<file path="config.mk">
export PLATFORM = sky130hd
export DESIGN_NAME = irq_evt_ctrl
export DESIGN_NICKNAME = d
export VERILOG_FILES = /design/src/rtl/irq_evt_pkg.sv /design/src/rtl/irq_evt_latch.sv /design/src/rtl/irq_mask_reg.sv /design/src/rtl/irq_line_drv.sv /design/src/rtl/irq_evt_ctrl.sv
export SDC_FILE = /design/constraint.sdc
export NUM_CORES = 1
export LEC_CHECK = 0
export BUFFER_PORTS_ARGS = -buffer_cell sky130_fd_sc_hd__buf_2
export CELL_PAD_IN_SITES_DETAIL_PLACEMENT = 1
export CELL_PAD_IN_SITES_GLOBAL_PLACEMENT = 2
export CORE_MARGIN = 3
export CORE_UTILIZATION = 34
export CTS_BUF_LIST = sky130_fd_sc_hd__clkbuf_8
export DETAILED_ROUTE_END_ITERATION = 16
export PLACE_DENSITY_LB_ADDON = 0.1
export SYNTH_ARGS = -nofsm -noshare
export SYNTH_HDL_FRONTEND = slang
export SYNTH_HIERARCHICAL = 1
export SYNTH_SLANG_ARGS = --single-unit
</file>
<file path="constraint.sdc">
create_clock -name clk -period 1.35 [get_ports clk]
set_clock_uncertainty 0.1 [all_clocks]
set_input_delay 0 -clock clk [delete_from_list [all_inputs] [get_ports clk]]
set_output_delay 0 -clock clk [all_outputs]
set_load 0.05 [all_outputs]
</file>
<file path="src/rtl/irq_evt_pkg.sv">
package irq_evt_pkg;
  localparam int unsigned DATA_W   = 32;
  localparam int unsigned ADDR_W   = 10;
  localparam int unsigned N_LINES  = 13;
  localparam logic [ADDR_W-1:0] OFS_EVENT = 10'h004;
  localparam logic [ADDR_W-1:0] OFS_MASK  = 10'h008;

  typedef enum logic [1:0] {
    SEL_NONE  = 2'd0,
    SEL_EVENT = 2'd1,
    SEL_MASK  = 2'd2
  } reg_sel_e;
endpackage

</file>
<file path="src/rtl/irq_evt_latch.sv">
module irq_evt_latch #(
  parameter int unsigned W = 32
) (
  input  logic         clk,
  input  logic         rst_n,
  input  logic [W-1:0] set_pulse,
  input  logic         clr_en,
  input  logic [W-1:0] clr_bits,
  output logic [W-1:0] evt_q
);
  logic [W-1:0] clr_eff;

  always_comb clr_eff = clr_en ? clr_bits : '0;

  // set has priority over a same-cycle clear
  always_ff @(posedge clk or negedge rst_n) begin
    if (!rst_n) evt_q <= '0;
    else        evt_q <= (evt_q & ~clr_eff) | set_pulse;
  end
endmodule

</file>
<file path="src/rtl/irq_mask_reg.sv">
module irq_mask_reg #(
  parameter int unsigned W = 32
) (
  input  logic         clk,
  input  logic         rst_n,
  input  logic         wr_en,
  input  logic [W-1:0] wr_data,
  output logic [W-1:0] mask_q
);
  always_ff @(posedge clk or negedge rst_n) begin
    if (!rst_n)     mask_q <= '0;
    else if (wr_en) mask_q <= wr_data;
  end
endmodule

</file>
<file path="src/rtl/irq_line_drv.sv">
module irq_line_drv #(
  parameter int unsigned W       = 32,
  parameter int unsigned N_LINES = 13
) (
  input  logic               clk,
  input  logic               rst_n,
  input  logic [W-1:0]       active,
  output logic [N_LINES-1:0] line_q
);
  localparam int unsigned TOP_BIT = W - 1;

  for (genvar i = 0; i < N_LINES; i++) begin : g_line
    logic src;
    assign src = active[TOP_BIT - i];
    // level moves only when the recorded value differs
    always_ff @(posedge clk or negedge rst_n) begin
      if (!rst_n)              line_q[i] <= 1'b0;
      else if (src != line_q[i]) line_q[i] <= src;
    end
  end
endmodule

</file>
<file path="src/rtl/irq_evt_ctrl.sv">
module irq_evt_ctrl
  import irq_evt_pkg::*;
(
  input  logic              clk,
  input  logic              rst_n,
  input  logic [DATA_W-1:0] evt_set,
  input  logic [ADDR_W-1:0] bus_addr,
  input  logic              bus_wr,
  input  logic [DATA_W-1:0] bus_wdata,
  output logic [DATA_W-1:0] bus_rdata,
  output logic [N_LINES-1:0] irq_line
);
  reg_sel_e          sel;
  logic [DATA_W-1:0] evt_q;
  logic [DATA_W-1:0] mask_q;
  logic [DATA_W-1:0] active;

  always_comb begin
    if (bus_addr == OFS_EVENT)     sel = SEL_EVENT;
    else if (bus_addr == OFS_MASK) sel = SEL_MASK;
    else                           sel = SEL_NONE;
  end

  irq_evt_latch #(.W(DATA_W)) u_evt (
    .clk       (clk),
    .rst_n     (rst_n),
    .set_pulse (evt_set),
    .clr_en    (bus_wr && sel == SEL_EVENT),
    .clr_bits  (bus_wdata),
    .evt_q     (evt_q)
  );

  irq_mask_reg #(.W(DATA_W)) u_mask (
    .clk     (clk),
    .rst_n   (rst_n),
    .wr_en   (bus_wr && sel == SEL_MASK),
    .wr_data (bus_wdata),
    .mask_q  (mask_q)
  );

  always_comb active = evt_q & mask_q;

  irq_line_drv #(.W(DATA_W), .N_LINES(N_LINES)) u_lines (
    .clk    (clk),
    .rst_n  (rst_n),
    .active (active),
    .line_q (irq_line)
  );

  always_comb begin
    unique case (sel)
      SEL_EVENT: bus_rdata = evt_q;
      SEL_MASK:  bus_rdata = mask_q;
      default:   bus_rdata = '0;
    endcase
  end
endmodule

</file>
Yosys cells after proc, flatten, opt, wreduce, memory -nomap -nowiden
Cells that the tools add are included.
{"block": "op_classes", "n_eq_ne": 17, "n_mux": 4, "n_bitwise": 4, "n_reduce_logical": 2}
{"op": "AND 32 bit", "n": 2}
{"op": "case mux 32 bit (2 select lines)", "n": 1}
{"op": "two-way mux 32 bit", "n": 1}
{"op": "inverter 32 bit", "n": 1}
{"op": "OR 32 bit", "n": 1}
{"op": "!= test 1 bit", "n": 13}
{"op": "equality test 10 x 3 -> 1 bit, second input constant", "n": 1}
{"op": "equality test 10 x 4 -> 1 bit, second input constant", "n": 1}
{"op": "two-way mux 2 bit", "n": 2}
{"op": "equality test 2 x 1 -> 1 bit, second input constant", "n": 1}
{"op": "equality test 2 bit, second input constant", "n": 1}
{"op": "logical AND 1 bit", "n": 2}
{"block": "totals", "out_inout_bits": 45, "wordCells": 42, "reg_bits": 77}

Depth between registers and ports, before layout
{"block": "depth", "ltp_word": 9, "depth_mapped": 7}

By module
The synthesis kept the hierarchy.
{"mod": "irq_mask_reg", "area_per_inst_um2": 1345.0, "cells_each": 68, "instances": 1}
{"mod": "irq_evt_ctrl", "area_per_inst_um2": 1242.4, "cells_each": 156, "instances": 1}
{"mod": "irq_evt_latch", "area_per_inst_um2": 1194.9, "cells_each": 99, "instances": 1}
{"mod": "irq_line_drv", "area_per_inst_um2": 374.1, "cells_each": 26, "instances": 1}

Worst setup path before layout
OpenSTA, ideal clock, no wires.
{"block": "synth_timing", "kind": "in2out", "startpoint": "in bus_addr[7]", "endpoint": "out bus_rdata[14]", "arrival_ns": 1.860, "path_slack_ns": -0.610, "t_required_ns": 1.250, "cell_stages": 3, "path_cell_list": "or4_4 > buf_6 > a211oi_1"}
{"block": "synth_between", "elab_chain_len": 5, "elab_cells_between_ends": 7, "cone_classes": "4 x eq/ne; 3 x mux"}
{"element": "start, declared", "line": "irq_evt_ctrl.sv:7", "rtl": "input logic [ADDR_W-1:0] bus_addr,"}
{"element": "equality test 10 x 4 -> 1 bit", "line": "irq_evt_ctrl.sv:20", "rtl": "else if (bus_addr == OFS_MASK) sel = SEL_MASK;"}
{"element": "two-way mux 2 bit", "line": "irq_evt_ctrl.sv:20"}
{"element": "two-way mux 2 bit (*)", "line": "irq_evt_ctrl.sv:19", "rtl": "if (bus_addr == OFS_EVENT) sel = SEL_EVENT;"}
{"element": "equality test 2 bit or equality test 2 x 1 -> 1 bit (tied branches)", "line": "irq_evt_ctrl.sv:51", "rtl": "unique case (sel)"}
{"element": "case mux 32 bit (2 select lines) (*)", "line": "irq_evt_ctrl.sv:51"}
{"element": "end, declared", "line": "irq_evt_ctrl.sv:10", "rtl": "output logic [DATA_W-1:0] bus_rdata,"}
Mark *: on every way between the ends. The rest lies on a longest branch, timed or not.

Worst setup path in the final report
{"block": "layout_timing", "startpoint": "in bus_addr[4]", "endpoint": "reg u_mask.mask_q[21]"}
{"block": "layout_between", "elab_chain_len": 5, "elab_cells_between_ends": 6, "cone_classes": "3 x eq/ne; 2 x mux; 1 x reduce/logical"}
{"element": "equality test 10 x 4 -> 1 bit", "line": "irq_evt_ctrl.sv:20"}
{"element": "two-way mux 2 bit", "line": "irq_evt_ctrl.sv:20"}
{"element": "two-way mux 2 bit (*)", "line": "irq_evt_ctrl.sv:19"}
{"element": "equality test 2 bit (*)", "line": "irq_evt_ctrl.sv:36", "rtl": ".wr_en (bus_wr && sel == SEL_MASK),"}
{"element": "logical AND 1 bit (*)", "line": "irq_evt_ctrl.sv:36"}
{"element": "end signal, assigned", "line": "irq_mask_reg.sv:12", "rtl": "else if (wr_en) mask_q <= wr_data;"}
{"element": "end, declared", "line": "irq_mask_reg.sv:8", "rtl": "output logic [W-1:0] mask_q"}
Marks and branches as above.
A chain may end at the register's enable or synchronous reset.

==> impl_metrics.py <==
metrics = {
    "sta": {
        "rsz0062_at_grt": "true",
        "setup_slack_ns": -0.204,
        "setup_viol": 96,
        "slew_viol_final": 0,
        "fmax_mhz": 643,
        "finalHoldViolCount": 0,
        "layout_worst_path_cycle_share": 1.15,
        "post-route-min-period_ns": 1.55,
        "relSlewSlack": 0.702,
        "worstMarginPinSlew_ns": 0.448,
    },
    "clocking": {
        "clockRootBuffer": "clkbuf_8",
        "cts_sinks": 77,
        "htreeDepth": 3,
        "cts_tree": "yes",
        "cts_buffer_depth": 2,
        "clk_latency_ns": 0.36,
        "tritoncts.num_buffers": 9,
        "clk_pin_slew_ns": 0.08,
    },
    "worst_setup_path": {
        "max_stage_delay_ns": 0.56,
        "cp_slowest_cell": "or4_4",
        "r2r-start": "u_evt/evt_q[31]",
        "r2r_cells": 2,
        "arrival_ns": 1.70,
        "startpoint_type": "primary input",
        "reg2reg_setup_slack_ns": 0.45,
        "critPathKind": "in2reg",
        "startpoint": "bus_addr[4]",
        "path_cells": "buf_6 > or4_4 > buf_6 > nor4_4 > buf_4 > buf_12 > mux2_4",
        "critPathMaxFanout": 8,
        "reg2reg_to": "u_evt/evt_q[31]",
        "worst_path_most_repeated_cell": "buf_6",
        "cp.required_ns": 1.50,
        "critPathCaptureType": "register",
    },
    "power": {
        "powerDensity_nw_per_um2": 721,
        "p_leak_nw": 2.77,
        "worst_ir_drop_vdd_uv": 814,
    },
    "placed_design": {
        "post_dp_cell_area_um2": 5040,
        "dp.cells": 573,
        "portBuffers": 121,
        "dp_hpwl_mm": 7.14,
        "gp_congestion": 0.700,
    },
    "final_layout": {
        "regArea_um2": 1930,
        "n_fill_cell": 1171,
        "area_growth_syn_to_layout_pct": 66.5,
        "stdcell_area_um2": 6720,
        "fin_nets": 602,
        "multiInputGateArea_um2": 2260,
        "antenna_cells": 0,
        "final_cells": 673,
        "drive_above_1_share": 0.523,
    },
    "yosys": {
        "synth_warnings": 6,
        "synthesis.area_um2": 4040,
        "synth_fp_nets": 407,
        "syn_inst": 330,
        "syn_area_per_cell_um2": 12.2,
    },
    "drt": {
        "drt-wirelength-per-cell_um": 19.1,
        "dr.first_iter.drc_count": 136,
        "num_vias": 3319,
        "finalWirelength_mm": 12.9,
        "post_drt_via_cell_ratio": 4.93,
        "remaining_drc_errors": 0,
        "firstDrtPassIters": 4,
        "ant_nets": 0,
    },
    "status": {
        "violations": "setup timing",
        "status": "finished with violations",
    },
    "worst_hold_path": {
        "hold_path_class": "in2async",
    },
    "global_routing": {
        "grt_pass1_vias": 3665,
        "grt_max_degree": 78,
        "grt_pass1_wl_mm": 20.3,
        "grtUsageTotal": 0.204,
        "antenna_found_initial": 0,
        "grt.overflow.total": 0,
    },
    "floorplan": {
        "start_util": 0.351,
        "dieArea_um2": 13200,
        "die_width_um": 115,
        "pin_count": 122,
        "fp.dieH_um": 115,
        "core_um2": 11500,
        "rows": 39,
    },
    "flow_run": {
        "cap_violations": 0,
    },
}
how the worst max path moves through the flow:
stage / to / slack (ns) / cells past startpoint
6_report: u_mask/mask_q[21] / -0.20 / 7
3_3_place_gp: u_mask/mask_q[29] / -0.47 / 5
2_1_floorplan: u_mask/mask_q[0] / -0.34 / 6
4_1_cts: u_mask/mask_q[6] / -0.18 / 7
3_5_place_dp: u_mask/mask_q[31] / -0.50 / 5
5_1_grt: bus_rdata[26] / -0.23 / 3
worst max-delay path: cells and delay by family:
family                 cells  cell delay (ns)
and+or+nand+nor            2             0.79
buffers and inverters      4             0.59
muxes                      1             0.31
routing by layer:
layer,part of all wire,GRT usage
met5,0,0
met4,0.0067,0.0423
met3,0.046,0.0537
met2,0.51,0.337
met1,0.44,0.270
cell usage in the layout (no fill, tap or decap):
cell type / n
buf_2: 84
or4_4: 2
clkinv_2: 2
nor3_4: 1
bufinv_16: 1
clkinvlp_4: 3
buf_12: 10
nor4_4: 1
nand2_1: 1
dlygate4sd3_1: 65
nand3b_1: 65
mux2_4: 32
nand2_2: 18
buf_16: 8
a21o_1: 32
clkbuf_16: 2
buf_8: 1
buf_4: 9
clkbuf_8: 10
and2_1: 13
nand2_4: 14
a211oi_4: 32
dfrtp_1: 77
buf_6: 47
per-stage QoR:
stage               hold slack, ns  setup WS, ns  total power, W  setup TNS, ns   util
floorplan                   -0.396        -0.340         0.00262         -25.05      -
global placement           -0.0323        -0.473         0.00286         -35.80  0.438
detailed placement         -0.0343        -0.500         0.00287         -38.15  0.438
CTS                          0.110        -0.178         0.00490         -11.41  0.564
global route                 0.111        -0.231         0.00510         -16.73  0.584
finish                      0.0936        -0.204         0.00485         -15.01  0.584
where the power goes:
group	leakage [nW]	switching, W	total, W	internal, W
clock network	0.0943	0.000916	0.00181	0.000897
registers	0.907	0.0000112	0.00234	0.00232
logic	1.77	0.000346	0.000697	0.000351
flip-flops by register name, indices dropped and copies added (netlist names):
| register | cells |
|---|---|
| u_evt/evt_q | 32 |
| u_lines/line_q | 13 |
| u_mask/mask_q | 32 |
area by class of cell:
class / instances / share of cell area
clock buffers: 10 / 0.0205
clock inverters: 6 / 0.00930
multi-input cells: 211 / 0.337
flip-flops and latches: 77 / 0.287
well taps: 143 / 0.0266
repair buffers: 226 / 0.320
timing repair:
action	4_1_cts	5_1_grt
resized for setup	105	47
endpoints found under the hold margin	141	0
endpoints found under the setup margin	91	96
cloned	7	2
setup buffers	9	2
pin swaps	24	38
hold buffers	65	0
(Power assumes the default switching activity.)
